**config.mk**
```make
export PLATFORM = sky130hd
export DESIGN_NAME = ts_ext_top
export DESIGN_NICKNAME = d
export VERILOG_FILES = /design/src/rtl/ts_ext_pkg.sv /design/src/rtl/ts_ext_unpack.sv /design/src/rtl/ts_ext_merge.sv /design/src/rtl/ts_ext_top.sv
export SDC_FILE = /design/constraint.sdc
export NUM_CORES = 1
export LEC_CHECK = 0
export CAP_MARGIN = 20
export CORE_MARGIN = 2
export CORE_UTILIZATION = 38
export CTS_CLUSTER_DIAMETER = 50
export DETAILED_ROUTE_END_ITERATION = 16
export HOLD_SLACK_MARGIN = 0.02
export PLACE_DENSITY = 0.79
export SLEW_MARGIN = 10
export SYNTH_ARGS = -nofsm -noshare
export SYNTH_HDL_FRONTEND = slang
export SYNTH_HIERARCHICAL = 1
export SYNTH_SLANG_ARGS = --single-unit
```
**constraint.sdc**
```tcl
create_clock -name clk -period 0.8 [get_ports clk]
set_input_delay 0.16 -clock clk [delete_from_list [all_inputs] [get_ports clk]]
set_output_delay 0.16 -clock clk [all_outputs]
set_load 0.02 [all_outputs]
```
**src/rtl/ts_ext_pkg.sv**
```systemverilog
package ts_ext_pkg;

    typedef enum logic [0:0] {
        ST_IDLE = 1'b0,
        ST_EMIT = 1'b1
    } ts_ext_state_e;

endpackage

```
**src/rtl/ts_ext_unpack.sv**
```systemverilog
module ts_ext_unpack #(
    parameter int WORD_W = 32,
    parameter int NS_W   = 30,
    parameter int LO_W   = 2,
    parameter int HI_W   = 4
) (
    input  logic [WORD_W-1:0]    word0,
    input  logic [WORD_W-1:0]    word1,
    output logic [NS_W-1:0]      ns,
    output logic [LO_W+HI_W-1:0] trunc_sec
);
    localparam int TW = LO_W + HI_W;

    logic [LO_W-1:0] lo_part;

    always_comb begin
        ns        = word0[NS_W-1:0];
        lo_part   = word0[NS_W+LO_W-1:NS_W];
        // only the low HI_W bits of word1 survive the truncating cast
        trunc_sec = TW'({word1, lo_part});
    end

endmodule

```
**src/rtl/ts_ext_merge.sv**
```systemverilog
module ts_ext_merge #(
    parameter int SEC_W = 48,
    parameter int TW    = 6
) (
    input  logic [SEC_W-1:0] live_sec,
    input  logic [TW-1:0]    trunc_sec,
    output logic [SEC_W-1:0] full_sec
);
    localparam logic [SEC_W-1:0] WRAP_V   = SEC_W'(1) << TW;
    localparam logic [SEC_W-1:0] LOW_MASK = WRAP_V - SEC_W'(1);

    logic             window_back;
    logic [SEC_W-1:0] base;

    always_comb begin
        window_back = trunc_sec[TW-1] & ~live_sec[TW-1];
        base        = live_sec & ~LOW_MASK;
        full_sec    = base + SEC_W'(trunc_sec) - (window_back ? WRAP_V : '0);
    end

endmodule

```
**src/rtl/ts_ext_top.sv**
```systemverilog
module ts_ext_top
    import ts_ext_pkg::*;
#(
    parameter int WORD_W = 32,
    parameter int NS_W   = 30,
    parameter int LO_W   = 2,
    parameter int HI_W   = 4,
    parameter int SEC_W  = 48
) (
    input  logic              clk,
    input  logic              rst_n,
    input  logic              cap_valid,
    input  logic [WORD_W-1:0] cap_word0,
    input  logic [WORD_W-1:0] cap_word1,
    input  logic [SEC_W-1:0]  live_sec,
    output logic              out_valid,
    output logic [SEC_W-1:0]  out_sec,
    output logic [NS_W-1:0]   out_ns
);
    localparam int TW = LO_W + HI_W;

    ts_ext_state_e    state_q, state_d;
    logic [NS_W-1:0]  ns_w;
    logic [TW-1:0]    trunc_w;
    logic [SEC_W-1:0] full_w;

    ts_ext_unpack #(
        .WORD_W(WORD_W), .NS_W(NS_W), .LO_W(LO_W), .HI_W(HI_W)
    ) unpack_i (
        .word0     (cap_word0),
        .word1     (cap_word1),
        .ns        (ns_w),
        .trunc_sec (trunc_w)
    );

    ts_ext_merge #(
        .SEC_W(SEC_W), .TW(TW)
    ) merge_i (
        .live_sec  (live_sec),
        .trunc_sec (trunc_w),
        .full_sec  (full_w)
    );

    always_comb begin
        state_d = state_q;
        unique case (state_q)
            ST_IDLE: if (cap_valid) state_d = ST_EMIT;   // T_CAPTURE
            ST_EMIT: if (!cap_valid) state_d = ST_IDLE;  // T_DRAIN / T_REPEAT
            default: state_d = ST_IDLE;
        endcase
    end

    always_ff @(posedge clk or negedge rst_n) begin
        if (!rst_n) state_q <= ST_IDLE;
        else        state_q <= state_d;
    end

    always_ff @(posedge clk or negedge rst_n) begin
        if (!rst_n) begin
            out_sec <= '0;
            out_ns  <= '0;
        end else if (cap_valid) begin
            out_sec <= full_w;
            out_ns  <= ns_w;
        end
    end

    assign out_valid = (state_q == ST_EMIT);

endmodule

```
==> metrics, run 1 <==
row cnt=38; fill count=696; initial antenna violation count=0; DR vias=roughly 3600; post-synthesis sequential area ratio=a little under half; worst path bufs/invs=1; Post-synth EDFFs=0; clk sinks=just under 80; mapped cell area=around 0.0042 sq mm; post-synthesis compound-gate area fraction=0.299%; DPL Wire Length=8.31 mm; Initial Utilization=about two fifths; mux share of post-synthesis cell area=22.8%; TritonCTS buffer count=9; Core Area=0.0108 sq mm; Max VDD drop=984 uV; first-pass GRT wire length=around 20 mm; Finished Cell Area=0.00760 sq mm; Synth cell types=30; die height=~110 microns; Final Hold Vio Count=0; Stages on worst setup path=7; worst setup margin=-1220 ps; Syn. warnings=6; violated checks=setup timing; ANT nets after route=0; max cap viols=0; Layout Utilization=a little over two thirds; number of global-route vias before repair=between 4000 and 5000; Synth area leaders=dfrtp_1 (47%), mux2_2 (16%), mux2_4 (7.2%), buf_4 (7.0%), xnor2_1 (4.4%); Synth Instances=340; clk slew on worst S/H paths=90 ps; Fmax=0.495 GHz; final setup fails=138; clock skew=0 ps; Die Wd=109 microns; Layout Cells excl Fill=732; CTS tree=done; fin nets=703; Max stage delay on crit path=around 550 ps; area leader, netlist=dfrtp_1; antenna cells=0; PortBufs=160; Tot GR Track Use=22.3%; unrepaired setup endpoints after global routing=yes; Top Family by Delay on Critical Path=simple AND/OR/NAND/NOR gates; Relative slew margins=69.2%; prevailing post-synth register cell=dfrtp_1; Simple-Gate Fraction of Synth Area=about 11%; Vias/cell=4.97; Arr. time, crit path=2260 ps; combinational family with the most area after synthesis=multiplexers; ys async rst share=100%; Longest Clk Path Bufs=2; flops & latches, synth=~80; layout cells sized above 1=67.6%; die area=0.0119 sq mm; Post-DP Area=~0.0063 sq mm; crit-path cells=buf_6, or4_4, or3_4, or3_4, or3_4, xnor2_2, mux2_4; Yosys top cell area share=between 40% and 50%; worst slew pin tran=462 ps; critical path required time=1040 ps; WL per Instance=18.3 microns; fin crit share=252%; drt total wl=13.4 mm; XOR/XNOR share of the synthesized area=8.77%; Initial DRC Count=152; Startpoint Class=primary input; Post-synth top cells=dfrtp_1 (79), mux2_2 (58), buf_4 (39); DRC Markers=0; largest net degree at the start of global routing=42; pins over their slew limit=0; Syn Nets=around 460; total gr overflow=0; CP max FO=2; First-pass DRT Iterations=4; most used cell, CP=or3_4; worst hold path class=primary input to async pin; Root Driver=clkbuf_8; num ports=between 150 and 200; LEAKAGE=0.00354 uW; placed insts=662; Syn Area/Cell=12.3 sq um; post-synthesis adder-cell area fraction=0.299%; post-layout minimum cycle time=2020 ps; most common cell in the netlist=dfrtp_1; Worst Setup End Kind=register; gpl congestion=0.888; Crit-path slowest cell=or4_4; insertion delay to the later sink of the worst-skew pair=around 340 ps; Setup CP Type=primary input to register; H-tree depth=3; area grow syn2layout=81.9%; Reg2Reg Depth=3; outcome=complete, but fails checks; PwrDens=1610 mW/mm^2
[cell usage in the layout (no fill, tap or decap), types with 3 or more instances in the layout]
master           count
nand2_2              4
dfrtp_1             63
or3_4                5
mux2_2              30
xnor2_2              5
buf_2                6
buf_6              118
xnor2_1             17
or4_4                4
nor2_4               7
buf_12               5
nand2_1              4
nor2_1               8
clkbuf_8             9
nor3_2               3
clkdlybuf4s50_1     44
nand4_1              6
xor2_1              19
clkdlybuf4s15_2      3
nor3_4              13
nor4_4               6
clkbuf_2             3
nand4b_1             3
buf_4               92
nor3_1               3
nor2_2               3
mux2_4              48
bufinv_16            3
dlygate4sd2_1       14
dfrtp_2             16
[worst reg2reg max path: stages (launching register included)]
cell,delay [ps]
dfrtp_1,400
buf_4,140
buf_4,120
mux2_4,260
[logic make-up (layout without fill, tap and decap cells)]
kind of cell | after synthesis | count (layout)
xor+xnor | 41 | 41
mux | 78 | 78
simple gates | 84 | 84
buf+inv | 55 | 307
compound gates | 2 | 2
flops | 79 | 79
fa+ha+maj | 1 | 1
[routing by layer]
layer / up-vias / routed length (microns) / track usage [%]
met5: - / 0 / 0
met4: 0 / 312 / 10.3
met3: 24 / 924 / 5.68
met2: 157 / 7090 / 39.4
met1: 1824 / 5090 / 25.0
li1: 1630 / - / -
[report_power, final]
| part | leakage [uW] | internal [uW] | switching, uW |
|---|---|---|---|
| combinational | 0.00251 | 2270 | 1550 |
| clock | 0.000121 | 2100 | 1560 |
| sequential | 0.000908 | 4420 | 341 |
[registers in the layout, summed over array words and instances, names as in the netlist]
register,flops
out_ns,30
out_sec,48
out_valid,1
[worst paths after layout]
path                                         start                 endpoint  slack (ps)
min reg2reg                  out_ns[6]$_DFFE_PN0P_    out_ns[6]$_DFFE_PN0P_         530
max reg2reg                out_sec[21]$_DFFE_PN0P_  out_sec[21]$_DFFE_PN0P_        -220
max                                   live_sec[21]  out_sec[32]$_DFFE_PN0P_       -1220
max in group asynchronous                    rst_n   out_sec[2]$_DFFE_PN0P_         200
min in group clk                         cap_valid      out_valid$_DFF_PN0_         190
min                                          rst_n  out_sec[33]$_DFFE_PN0P_         160
[final cells by class]
class	count	area, sq um	area share, %
multi-input cells	206	2370	31.2
well taps	140	175	2.30
flip-flops and latches	79	2000	26.3
clock buffers	10	128	1.68
repair buffers	289	2810	36.9
clock inverters	6	116	1.53
inverters	2	7.51	0.0987
[repair_timing]
| item | CTS | global route |
|---|---|---|
| endpoints found under the setup margin | 124 | 147 |
| resized for setup | 649 | 59 |
| endpoints found under the hold margin | 79 | 0 |
| setup buffers | 42 | 24 |
| cloned | 1 | 0 |
| hold buffers | 1 | 0 |
| pin swaps | 48 | 33 |
[stage by stage]
step           setup WS (ps)  setup TNS [ps]  hold WS, ps  total power [uW]
6_report               -1220          -58650          157             12200
5_1_grt                -1230          -63750          166             12800
4_1_cts                -1280          -56520          141             12100
3_5_place_dp           -2020          -96440        -7.14              7890
3_3_place_gp           -1910          -93710        -6.90              7800
2_1_floorplan          -1570          -43770         -136              6170
Power figures use the tool's default switching activity.
==> run 2: changes to the inputs <==
- CTS_BUF_LIST: unset -> sky130_fd_sc_hd__clkbuf_4 sky130_fd_sc_hd__clkbuf_8 sky130_fd_sc_hd__clkbuf_16
==> run 2 against run 1 <==
The run still ends with setup timing left; setup slack about the same; combinational power about the same; register-to-register slack about the same; critical path depth unchanged; sequential share of layout area about the same; global-route usage about the same; design area about the same; clock skew unchanged; non-clock buffer count unchanged; wire length increased by 0.22%; count of clock-buffer cells in the layout unchanged; largest power group unchanged.
==> metrics, run 2 (same netlist as run 1, synthesis figures left out) <==
H-tree depth=3; LEAKAGE=0.00354 uW; clock skew=0 ps; area grow syn2layout=82.0%; Longest Clk Path Bufs=2; fin nets=703; setup TNS=-58620 ps; crit path from=live_sec[21]; fin crit share=252%; unrepaired setup endpoints after global routing=yes; outcome=complete, but fails checks; Initial Utilization=slightly below 40%; sequential share of power=38.8%; violated checks=setup timing; worst hold path class=primary input to async pin; worst slew pin tran=462 ps; Switching Share=28.1%; drt total wl=13.4 mm; num ports=194; PwrDens=between 1500 and 2000 mW/mm^2; Psw=3450 uW; CP max FO=2; TritonCTS buffer count=9; final setup fails=roughly 140; Setup CP Type=primary input to register; clock share of power=a little under a third; CTS tree=done; Critical R2R Launch=out_sec[21]$_DFFE_PN0P_; Die Wd=109 microns; Worst Setup End Kind=register; PortBufs=160; Comb pwr share=31.2%; Core Area=0.0108 sq mm; Vias/cell=4.94; first-pass GRT wire length=20.2 mm; number of global-route vias before repair=4083; Initial DRC Count=132; critical path required time=approximately 1000 ps; Arr. time, crit path=2260 ps; DRC Markers=0; ANT nets after route=0; clk slew on worst S/H paths=90 ps; die height=about 110 microns; DR vias=3619; Reg2Reg Depth=3; insertion delay to the later sink of the worst-skew pair=340 ps; die area=0.0119 sq mm; initial antenna violation count=0; gpl congestion=0.888; antenna cells=0; clk sinks=79; Max VDD drop=984 uV; Tot GR Track Use=22.3%; post-layout minimum cycle time=2020 ps; Layout Utilization=70.5%; First-pass DRT Iterations=4; worst setup margin=-1220 ps; Root Driver=clkbuf_8; number of flip-flops in the largest register=48; layout cells sized above 1=67.7%; Top reg by flops=out_sec; row cnt=38; DPL Wire Length=8.31 mm; pins over their slew limit=0; Internal Power=around 8800 uW; most frequent cells in the layout=buf_6 (118), buf_4 (92), dfrtp_1 (63); Final Hold Vio Count=0; Startpoint Class=primary input; total gr overflow=0; max cap viols=0; largest net degree at the start of global routing=42; Fmax=0.495 GHz; Relative slew margins=69.2%; most common cell after layout, fill and taps aside=buf_6; WL per Instance=18.4 microns; Hold WS=159 ps
[run 2: cell counts in the layout (fill, tap and decap cells not counted)]
No cell type changed its count.
[run 2: what timing repair did]
action	4_1_cts	5_1_grt
hold buffers	1	0
endpoints found under the hold margin	79	0
pin swaps	48	33
gates cloned	1	0
resized for setup	649	59
setup endpoints to repair	124	147
buffers inserted	42	24
[run 2: area by class of cell]
| cell class | instances | area, sq um |
|---|---|---|
| Fill cell | 696 | 3190 |
| Timing Repair Buffer | 289 | 2810 |
| Multi-Input combinational cell | 206 | 2370 |
| Sequential cell | 79 | 2000 |
| Tap cell | 140 | 175 |
| Clock buffer | 10 | 131 |
| Clock inverter | 6 | 116 |
| Inverter | 2 | 7.51 |
[run 2: power groups by stage]
| stage | Sequential (uW) | Clock, uW | Combinational (uW) |
|---|---|---|---|
| 2_1_floorplan | 5220 | 0 | 952 |
| 3_3_place_gp | 4710 | 0 | 3090 |
| 3_5_place_dp | 4730 | 0 | 3160 |
| 4_1_cts | 4740 | 3780 | 3590 |
| 5_1_grt | 4800 | 3980 | 4020 |
| 6_report | 4760 | 3690 | 3820 |
[run 2: path summary, 6_finish.rpt]
| kind | end | slack (ps) |
|---|---|---|
| hold reg to reg | out_ns[6]$_DFFE_PN0P_ | 530 |
| max in group asynchronous | out_sec[2]$_DFFE_PN0P_ | 200 |
| setup reg to reg | out_sec[21]$_DFFE_PN0P_ | -220 |
| setup / recovery | out_sec[32]$_DFFE_PN0P_ | -1220 |
| hold / removal | out_sec[33]$_DFFE_PN0P_ | 160 |
| min in group clk | out_valid$_DFF_PN0_ | 190 |
[run 2: through the flow]
step | total power [uW] | worst slack [ps] | instance area [sq um] | instances
2_1_floorplan | 6170 | -1570 | 4340 | 340
3_3_place_gp | 7800 | -1910 | 6310 | 662
3_5_place_dp | 7890 | -2020 | 6310 | 662
4_1_cts | 12100 | -1280 | 7300 | 717
5_1_grt | 12800 | -1230 | 7610 | 732
6_report | 12300 | -1220 | 7610 | 732
[run 2: routing by layer]
metal  global-route usage, %  vias up  wire length, microns
met5                       0        -                     0
met1                    25.0     1816                  5150
met3                    5.68       24                   867
met2                    39.4      149                  7100
met4                    10.3        0                   320
li1                        -     1630                     -
[run 2: worst max-delay path, cell delays in order]
cell and delay, ps:
buf_6 90, or4_4 550, or3_4 350, or3_4 360, or3_4 350, xnor2_2 140, mux2_4 250
